**config.mk**
```make
export PLATFORM = sky130hd
export DESIGN_NAME = hs_word_receiver
export DESIGN_NICKNAME = d
export VERILOG_FILES = /design/src/rtl/hs_rx_pkg.sv /design/src/rtl/hs_sync.sv /design/src/rtl/hs_ctrl.sv /design/src/rtl/hs_capture.sv /design/src/rtl/hs_word_receiver.sv
export SDC_FILE = /design/constraint.sdc
export NUM_CORES = 1
export LEC_CHECK = 0
export BUFFER_PORTS_ARGS = -buffer_cell sky130_fd_sc_hd__buf_2
export CAP_MARGIN = 40
export CORE_UTILIZATION = 40
export CTS_CLUSTER_SIZE = 30
export DETAILED_ROUTE_END_ITERATION = 8
export PLACE_DENSITY = 0.7
export SYNTH_ARGS = -nofsm -noshare
export SYNTH_HDL_FRONTEND = slang
export SYNTH_SLANG_ARGS = --single-unit
```
**constraint.sdc**
```tcl
create_clock -name clk -period 1.3 [get_ports clk]
set_input_delay 0.195 -clock clk [delete_from_list [all_inputs] [get_ports clk]]
set_output_delay 0.195 -clock clk [all_outputs]
set_load 0.005 [all_outputs]
```
**src/rtl/hs_rx_pkg.sv**
```systemverilog
package hs_rx_pkg;

  typedef enum logic [1:0] {
    ST_WAIT_HI  = 2'd0,
    ST_CAPTURE  = 2'd1,
    ST_WAIT_LO  = 2'd2,
    ST_RELEASE  = 2'd3
  } hs_state_e;

endpackage

```
**src/rtl/hs_sync.sv**
```systemverilog
module hs_sync #(
  parameter int STAGES = 2
) (
  input  logic clk,
  input  logic rst_n,
  input  logic async_in,
  output logic sync_out
);
  logic [STAGES-1:0] chain_q;

  generate
    for (genvar s = 0; s < STAGES; s++) begin : g_stage
      if (s == 0) begin : g_first
        always_ff @(posedge clk or negedge rst_n) begin
          if (!rst_n) chain_q[s] <= 1'b0;
          else        chain_q[s] <= async_in;
        end
      end else begin : g_next
        always_ff @(posedge clk or negedge rst_n) begin
          if (!rst_n) chain_q[s] <= 1'b0;
          else        chain_q[s] <= chain_q[s-1];
        end
      end
    end
  endgenerate

  assign sync_out = chain_q[STAGES-1];
endmodule

```
**src/rtl/hs_ctrl.sv**
```systemverilog
module hs_ctrl
  import hs_rx_pkg::*;
(
  input  logic clk,
  input  logic rst_n,
  input  logic req_s,
  output logic capture_en,
  output logic strobe,
  output logic ack
);
  hs_state_e state_q, state_d;

  always_comb begin
    state_d = state_q;
    unique case (state_q)
      ST_WAIT_HI: if (req_s)  state_d = ST_CAPTURE;
      ST_CAPTURE:             state_d = ST_WAIT_LO;
      ST_WAIT_LO: if (!req_s) state_d = ST_RELEASE;
      ST_RELEASE:             state_d = ST_WAIT_HI;
      default:                state_d = ST_WAIT_HI;
    endcase
  end

  always_ff @(posedge clk or negedge rst_n) begin
    if (!rst_n) begin
      state_q <= ST_WAIT_HI;
      ack     <= 1'b0;
    end else begin
      state_q <= state_d;
      ack     <= (state_d == ST_WAIT_LO);
    end
  end

  assign capture_en = (state_q == ST_WAIT_HI) && req_s;
  assign strobe     = (state_q == ST_CAPTURE);
endmodule

```
**src/rtl/hs_capture.sv**
```systemverilog
module hs_capture #(
  parameter int DATA_W = 8
) (
  input  logic              clk,
  input  logic              rst_n,
  input  logic              load,
  input  logic [DATA_W-1:0] din,
  output logic [DATA_W-1:0] dout
);
  always_ff @(posedge clk or negedge rst_n) begin
    if (!rst_n)    dout <= '0;
    else if (load) dout <= din;
  end
endmodule

```
**src/rtl/hs_word_receiver.sv**
```systemverilog
module hs_word_receiver #(
  parameter int DATA_W      = 8,
  parameter int SYNC_STAGES = 2
) (
  input  logic              clk,
  input  logic              rst_n,
  input  logic              req_in,
  input  logic [DATA_W-1:0] data_in,
  output logic              ack_out,
  output logic              word_valid,
  output logic [DATA_W-1:0] word_data
);
  logic req_s;
  logic capture_en;

  hs_sync #(.STAGES(SYNC_STAGES)) u_sync (
    .clk      (clk),
    .rst_n    (rst_n),
    .async_in (req_in),
    .sync_out (req_s)
  );

  hs_ctrl u_ctrl (
    .clk        (clk),
    .rst_n      (rst_n),
    .req_s      (req_s),
    .capture_en (capture_en),
    .strobe     (word_valid),
    .ack        (ack_out)
  );

  hs_capture #(.DATA_W(DATA_W)) u_cap (
    .clk   (clk),
    .rst_n (rst_n),
    .load  (capture_en),
    .din   (data_in),
    .dout  (word_data)
  );
endmodule

```
==> out/results.txt, run 1 <==
Std cell rows: 12
Commonest cells after routing, fill and taps aside: buf_2 (19), dfrtp_1 (13), mux2_4 (8)
Clock buffer depth: 2
Final period util: 97.2%
Sw Pwr: 542 µW
Area growth syn-to-layout: 35.3%
CTS tree: yes
Total CTS buffers: 3
Final ANT Viol Nets: 0
Nets@finish: 76
Maxcap violations: 0
Maximum clock rate: 791 MHz
Power per cell area: 2330 nW/µm²
Die ar.: 1530 µm²
Synth warnings: 0
Pleak: 0.000399 µW
# diodes: 0
Mapped cell area: 549 µm²
Die X: 39.1 µm
Int Pwr: 1190 µW
Critical Path AT: 1.07 ns
Drc violations: 0
Post-DP Area: 674 µm²
IO buf count: 20
Final setup fails: 0
Vias per Instance: 4.64
Initial Utilization: 46.3%
Final hold vios: 0
Slew HR: 79.9%
GR Overflow Total: 0
Die Height: 39.1 µm
I/O Pins: 21
CTS clk-pin slew, worst paths: 0.08 ns
Vias in the first global route: 345
HPWL after DPL: 752 µm
Status: finished, final reports clean
CTS sink cnt: 13
Sw Ratio: 31.4%
Hold WC Path Type: in2reg
First-pass DRT Iterations: 2
Comb pwr share: 45.5%
Syn Nets: 48
Design Area, Final: 743 µm²
Crit start category: register
Commonest non-fill, non-tap cell in the layout: buf_2
FF+latch count, synth: 13
Setup CP Type: reg2out
Starting DRC count in detailed routing: 2
Syn Inst Count: 33
Number of fill cells: 91
CTS H-tree depth: 1
Crit Path Max Fanout: 2
RSZ-0062 raised after global routing: yes
Fin. max-slew vios: 0
Library cells used by synthesis: 9
Register area share after synthesis: 59.2%
Worst vdd ir: 1.10 mV
Final Wtd Congestion: 0.620
Via count: 343
Post-layout min period: 1.26 ns
Initial antenna violation count: 0
Clock power frac: 14.6%
Overall Power: 1730 µW
Clock Tree Root: clkbuf_4
CP endpoint kind: primary output
Routed WL: 999 µm
Critical Path RT: 1.11 ns
Layout cells sized above 1: 65.0%
Slew @ Worst Pin: 0.301 ns
Fin Clk Skew: 0.00591 ns
Routed len/inst: 13.5 µm
Core area: 1190 µm²
Seq pwr share: 39.9%
Final non-filler cell total: 74
Worst-Skew Late Latency: 0.28 ns
Gr usage total: 16.7%
Largest net degree at the start of global routing: 14
Avg Synthesized Cell Area: 16.6 µm²
Placed Cells: 68
First-pass GRT wire length: 1.52 mm
## cells by family (layout without fill, tap and decap cells)
logic type,Yosys count,after routing,share of synthesized area (%)
AOI/OAI and AO/OA,3,3,3.64
adders and majority gates,4,4,9.11
buffers and inverters,2,29,1.37
DFF,13,13,59.2
muxes,8,8,21.9
and+or+nand+nor,3,3,4.78
## power by group through the flow
stage          Sequential [µW]  Clock, µW  Combinational (µW)
6_report                   689        253                 786
5_1_grt                    711        283                 873
4_1_cts                    689        260                 746
3_5_place_dp               690          0                 711
3_3_place_gp               676          0                 690
2_1_floorplan              696          0                 425
## routing by layer
metal  track usage, %  part of all wire, %  up-vias
li1                 -                    -      166
met1             17.5                   42      160
met2             27.5                   52       15
met3             6.94                  3.9        2
met4             10.3                  1.4        0
met5                0                    0        -
## state kept, by name, indices dropped and copies added (netlist names)
signal and count:
u_cap.dout 8, u_ctrl.ack 1, u_sync.chain_q 1, u_sync.sync_out 1, u_ctrl.state_q 2
## area by class of cell
cell class	instances	area, µm²	share of cell area (%)
Sequential cell	13	325	43.8
Multi-Input combinational cell	18	231	31.1
Timing Repair Buffer	23	135	18.2
Clock buffer	4	26.3	3.54
Tap cell	14	17.5	2.36
Inverter	2	7.51	1.01
## stage by stage
stage	TNS, ns	hold slack, ns	setup slack (ns)	utilization [%]
final	0	0.0221	0.0361	62.7
after global routing	-0.0113	0.00587	-0.0112	62.7
after CTS	0	0.0147	0.000966	60.9
after detailed placement	0	0.101	0.0410	56.9
after global placement	0	0.0900	0.0993	56.9
after floorplan	0	-0.101	0.0687	-
## final timing paths
check                             startpoint                 to  slack [ns]  cells past startpoint
max in group asynchronous              rst_n  u_ctrl.state_q[1]        0.74                      2
setup reg to reg           u_ctrl.state_q[1]      u_cap.dout[0]        0.05                      4
setup / recovery           u_ctrl.state_q[0]         word_valid        0.04                      3
hold / removal                        req_in  u_sync.chain_q[0]        0.02                      1
hold reg to reg            u_sync.chain_q[0]    u_sync.sync_out        0.36                      0
min in group asynchronous              rst_n      u_cap.dout[2]        0.32                      2
## worst max-delay path, cell delays in order, from the launching register on
cell and delay (ns):
dfrtp_1 0.41, buf_6 0.14, ha_4 0.15, buf_6 0.10
## Yosys cell counts (all sizes together)
cell type / count / area [µm²]
dfrtp: 13 / 325
ha: 4 / 50.1
inv: 2 / 7.51
mux2: 8 / 120
nand2: 1 / 11.3
nand2b: 1 / 6.26
nor2b: 1 / 8.76
o211a: 1 / 10.0
o21ai: 2 / 10.0
## timing repair
item,in CTS,in global routing
hold buffers,1,0
buffers inserted,1,0
endpoints found under the hold margin,13,0
endpoints found under the setup margin,1,9
resized for setup,1,6
pin swaps,0,1
(Power assumes the default switching activity.)
==> inputs of run 2 (changes only) <==
--- a/config.mk
+++ b/config.mk
@@ -8,9 +8,11 @@
 export BUFFER_PORTS_ARGS = -buffer_cell sky130_fd_sc_hd__buf_2
 export CAP_MARGIN = 40
 export CORE_UTILIZATION = 40
+export CTS_BUF_LIST = sky130_fd_sc_hd__clkbuf_16
 export CTS_CLUSTER_SIZE = 30
 export DETAILED_ROUTE_END_ITERATION = 8
 export PLACE_DENSITY = 0.7
+export SLEW_MARGIN = 40
 export SYNTH_ARGS = -nofsm -noshare
 export SYNTH_HDL_FRONTEND = slang
 export SYNTH_SLANG_ARGS = --single-unit
==> run 2 against run 1 <==
  * Sequential share of layout area down 1.3 points
  * Core utilization rose by 1.9 points
  * Clock power is 130% higher
  * Die area unchanged
  * Hold slack better by 0.038 ns
  * Clock-buffer cell count shrank 1
  * Cell area rose by 3.0%
  * First-iteration DRC count increased to 2.5 times the previous value
  * Combinational power decreased by 9.4%
  * Non-clock buffer count fell by 1
  * Routed wire length is 0.70% higher
  * Global-route usage up 0.12 points
  * Critical endpoint unchanged
==> out/results.txt, run 2 (synthesis gave the netlist of run 1 again) <==
Status: finished, final reports clean
First-pass GRT wire length: 1.56 mm (+2.7%)
CP peak stage delay: 0.38 ns (-0.03 ns)
Fin. max-slew vios: 0 (unchanged)
Area growth syn-to-layout: 39.4%
CTS tree: yes
Crit Path Max Fanout: 3 (+1)
First-pass DRT Iterations: 4 (+2)
Hold WC Path Type: in2reg
Reg2Reg Depth: 4 (unchanged)
Fin Clk Skew: 0.000626 ns (-0.00528 ns)
Maximum clock rate: 793 MHz (+0.23%)
Layout cells sized above 1: 61.0% (-4.0 points)
Max reg flops: 8 (unchanged)
Vias in the first global route: 354 (+2.6%)
WP buf/inv: 2 (unchanged)
CP endpoint kind: primary output
Pleak: 0.000420 µW (+5.3%)
Final hold vios: 0 (unchanged)
Die Height: 39.1 µm (unchanged)
Power per cell area: 2570 nW/µm² (+11%)
Setup CP Type: reg2out
Regs by FF count: u_cap.dout (8), u_ctrl.state_q (2)
Worst Hold Depth: 1 (unchanged)
Number of fill cells: 85 (-6.6%)
Slew HR: 80.7% (+0.74 points)
Final period util: 97.0% (-0.22 points)
Critical Path AT: 1.07 ns (about the same)
CTS H-tree depth: 1 (unchanged)
Overall Power: 1970 µW (+14%)
Worst vdd ir: 1.33 mV (+21%)
Crit Reg-Reg Startpoint: u_ctrl.state_q[0]
Commonest non-fill, non-tap cell in the layout: buf_2
Die ar.: 1530 µm² (unchanged)
Clock buffer depth: 2 (unchanged)
Maxcap violations: 0 (unchanged)
Critical Path RT: 1.11 ns (about the same)
Vias per Instance: 4.62 (-0.40%)
Initial Utilization: 46.3% (unchanged)
CP max stage cell: dfrtp_1
Nets@finish: 75 (-1.3%)
Core area: 1190 µm² (unchanged)
DP Worst Slack: 0.0410 ns (unchanged)
Gr usage total: 16.9% (+0.12 points)
R2r setup slk: 0.05 ns (about the same)
Reg2Reg Capture Point: u_cap.dout[0]
Routed len/inst: 13.8 µm (+2.1%)
# diodes: 0 (unchanged)
IO buf count: 20 (unchanged)
Worst-Skew Late Latency: 0.24 ns (-0.04 ns)
Critical Path, Cell by Cell: buf_4, ha_1, buf_2
I/O Pins: 21 (unchanged)
Top delay family on crit path: flip-flops
Final Wtd Congestion: 0.620 (unchanged)
Post-layout min period: 1.26 ns (-0.00284 ns)
Crit start category: register
Top reg by flops: u_cap.dout
CTS clk-pin slew, worst paths: 0.05 ns (-0.03 ns)
Drc violations: 0 (unchanged)
Largest net degree at the start of global routing: 14 (unchanged)
Hold slack: 0.0601 ns (+0.0380 ns)
RSZ-0062 raised after global routing: yes
Min-Delay Startpoint: req_in
Total CTS buffers: 3 (unchanged)
Commonest cells after routing, fill and taps aside: buf_2 (20), dfrtp_1 (13), mux2_4 (8)
Die X: 39.1 µm (unchanged)
Final ANT Viol Nets: 0 (unchanged)
Setup TNS Final: 0 ns (unchanged)
Setup ws final: 0.0389 ns (+0.00284 ns)
Slew @ Worst Pin: 0.290 ns (-0.0111 ns)
Starting DRC count in detailed routing: 5 (+3)
Final setup fails: 0 (unchanged)
CTS sink cnt: 13 (unchanged)
GR Overflow Total: 0 (unchanged)
Via count: 337 (-1.7%)
Std cell rows: 12 (unchanged)
Worst Hold Path EP: u_sync.chain_q[0]
Clock Tree Root: clkbuf_16
Routed WL: 1.01 mm (+0.70%)
HPWL after DPL: 752 µm (unchanged)
Initial antenna violation count: 0 (unchanged)
run 2: cell types whose count changed in the layout (fill, tap and decap cells not counted), sizes merged:
| cell | before | now |
|---|---|---|
| buf | 22 | 21 |
| clkbuf | 4 | 3 |
| inv | 2 | 3 |
run 2: per-layer routing:
layer	track usage (%)	up-vias	wire length, µm
li1	-	163	-
met1	18.2	161	453
met2	28.3	13	512
met3	6.94	0	40
met4	7.76	0	0
met5	0	-	0
run 2: through the flow:
stage,std cells,instance area (µm²),util [%]
detailed placement,68,674,56.9
floorplan,33,549,-
global placement,68,674,56.9
global route,73,766,64.6
finish,73,766,64.6
CTS,73,763,64.3
run 2: layout make-up:
cell class / instances / area (µm²) / share of cell area (%)
clock buffer: 3 / 75.1 / 9.80
clock inverter: 1 / 3.75 / 0.490
inverter: 2 / 7.51 / 0.980
multi-input combinational: 18 / 219 / 28.6
sequential: 13 / 325 / 42.5
tap: 14 / 17.5 / 2.29
timing repair buffer: 22 / 118 / 15.4
run 2: worst max path at each step:
stage | from | endpoint | slack (ns) | cells after the start
finish | u_ctrl.state_q[0] | word_valid | 0.04 | 3
global route | u_ctrl.state_q[0] | word_valid | -0.01 | 3
CTS | u_ctrl.state_q[0] | u_cap.dout[0] | 0.03 | 4
detailed placement | u_ctrl.state_q[0] | u_cap.dout[0] | 0.04 | 4
global placement | u_ctrl.state_q[1] | u_cap.dout[3] | 0.1 | 4
floorplan | u_ctrl.state_q[0] | u_cap.dout[0] | 0.07 | 4
run 2: report_power, final:
group          internal, µW  switching, µW
Combinational           432            280
Sequential              588            101
Clock                   405            165
Total                  1430            546
run 2: timing repair:
action,4_1_cts,5_1_grt
resized for setup,0,2
endpoints found under the hold margin,13,0
endpoints found under the setup margin,0,8
hold buffers,1,0
buffers inserted,0,0
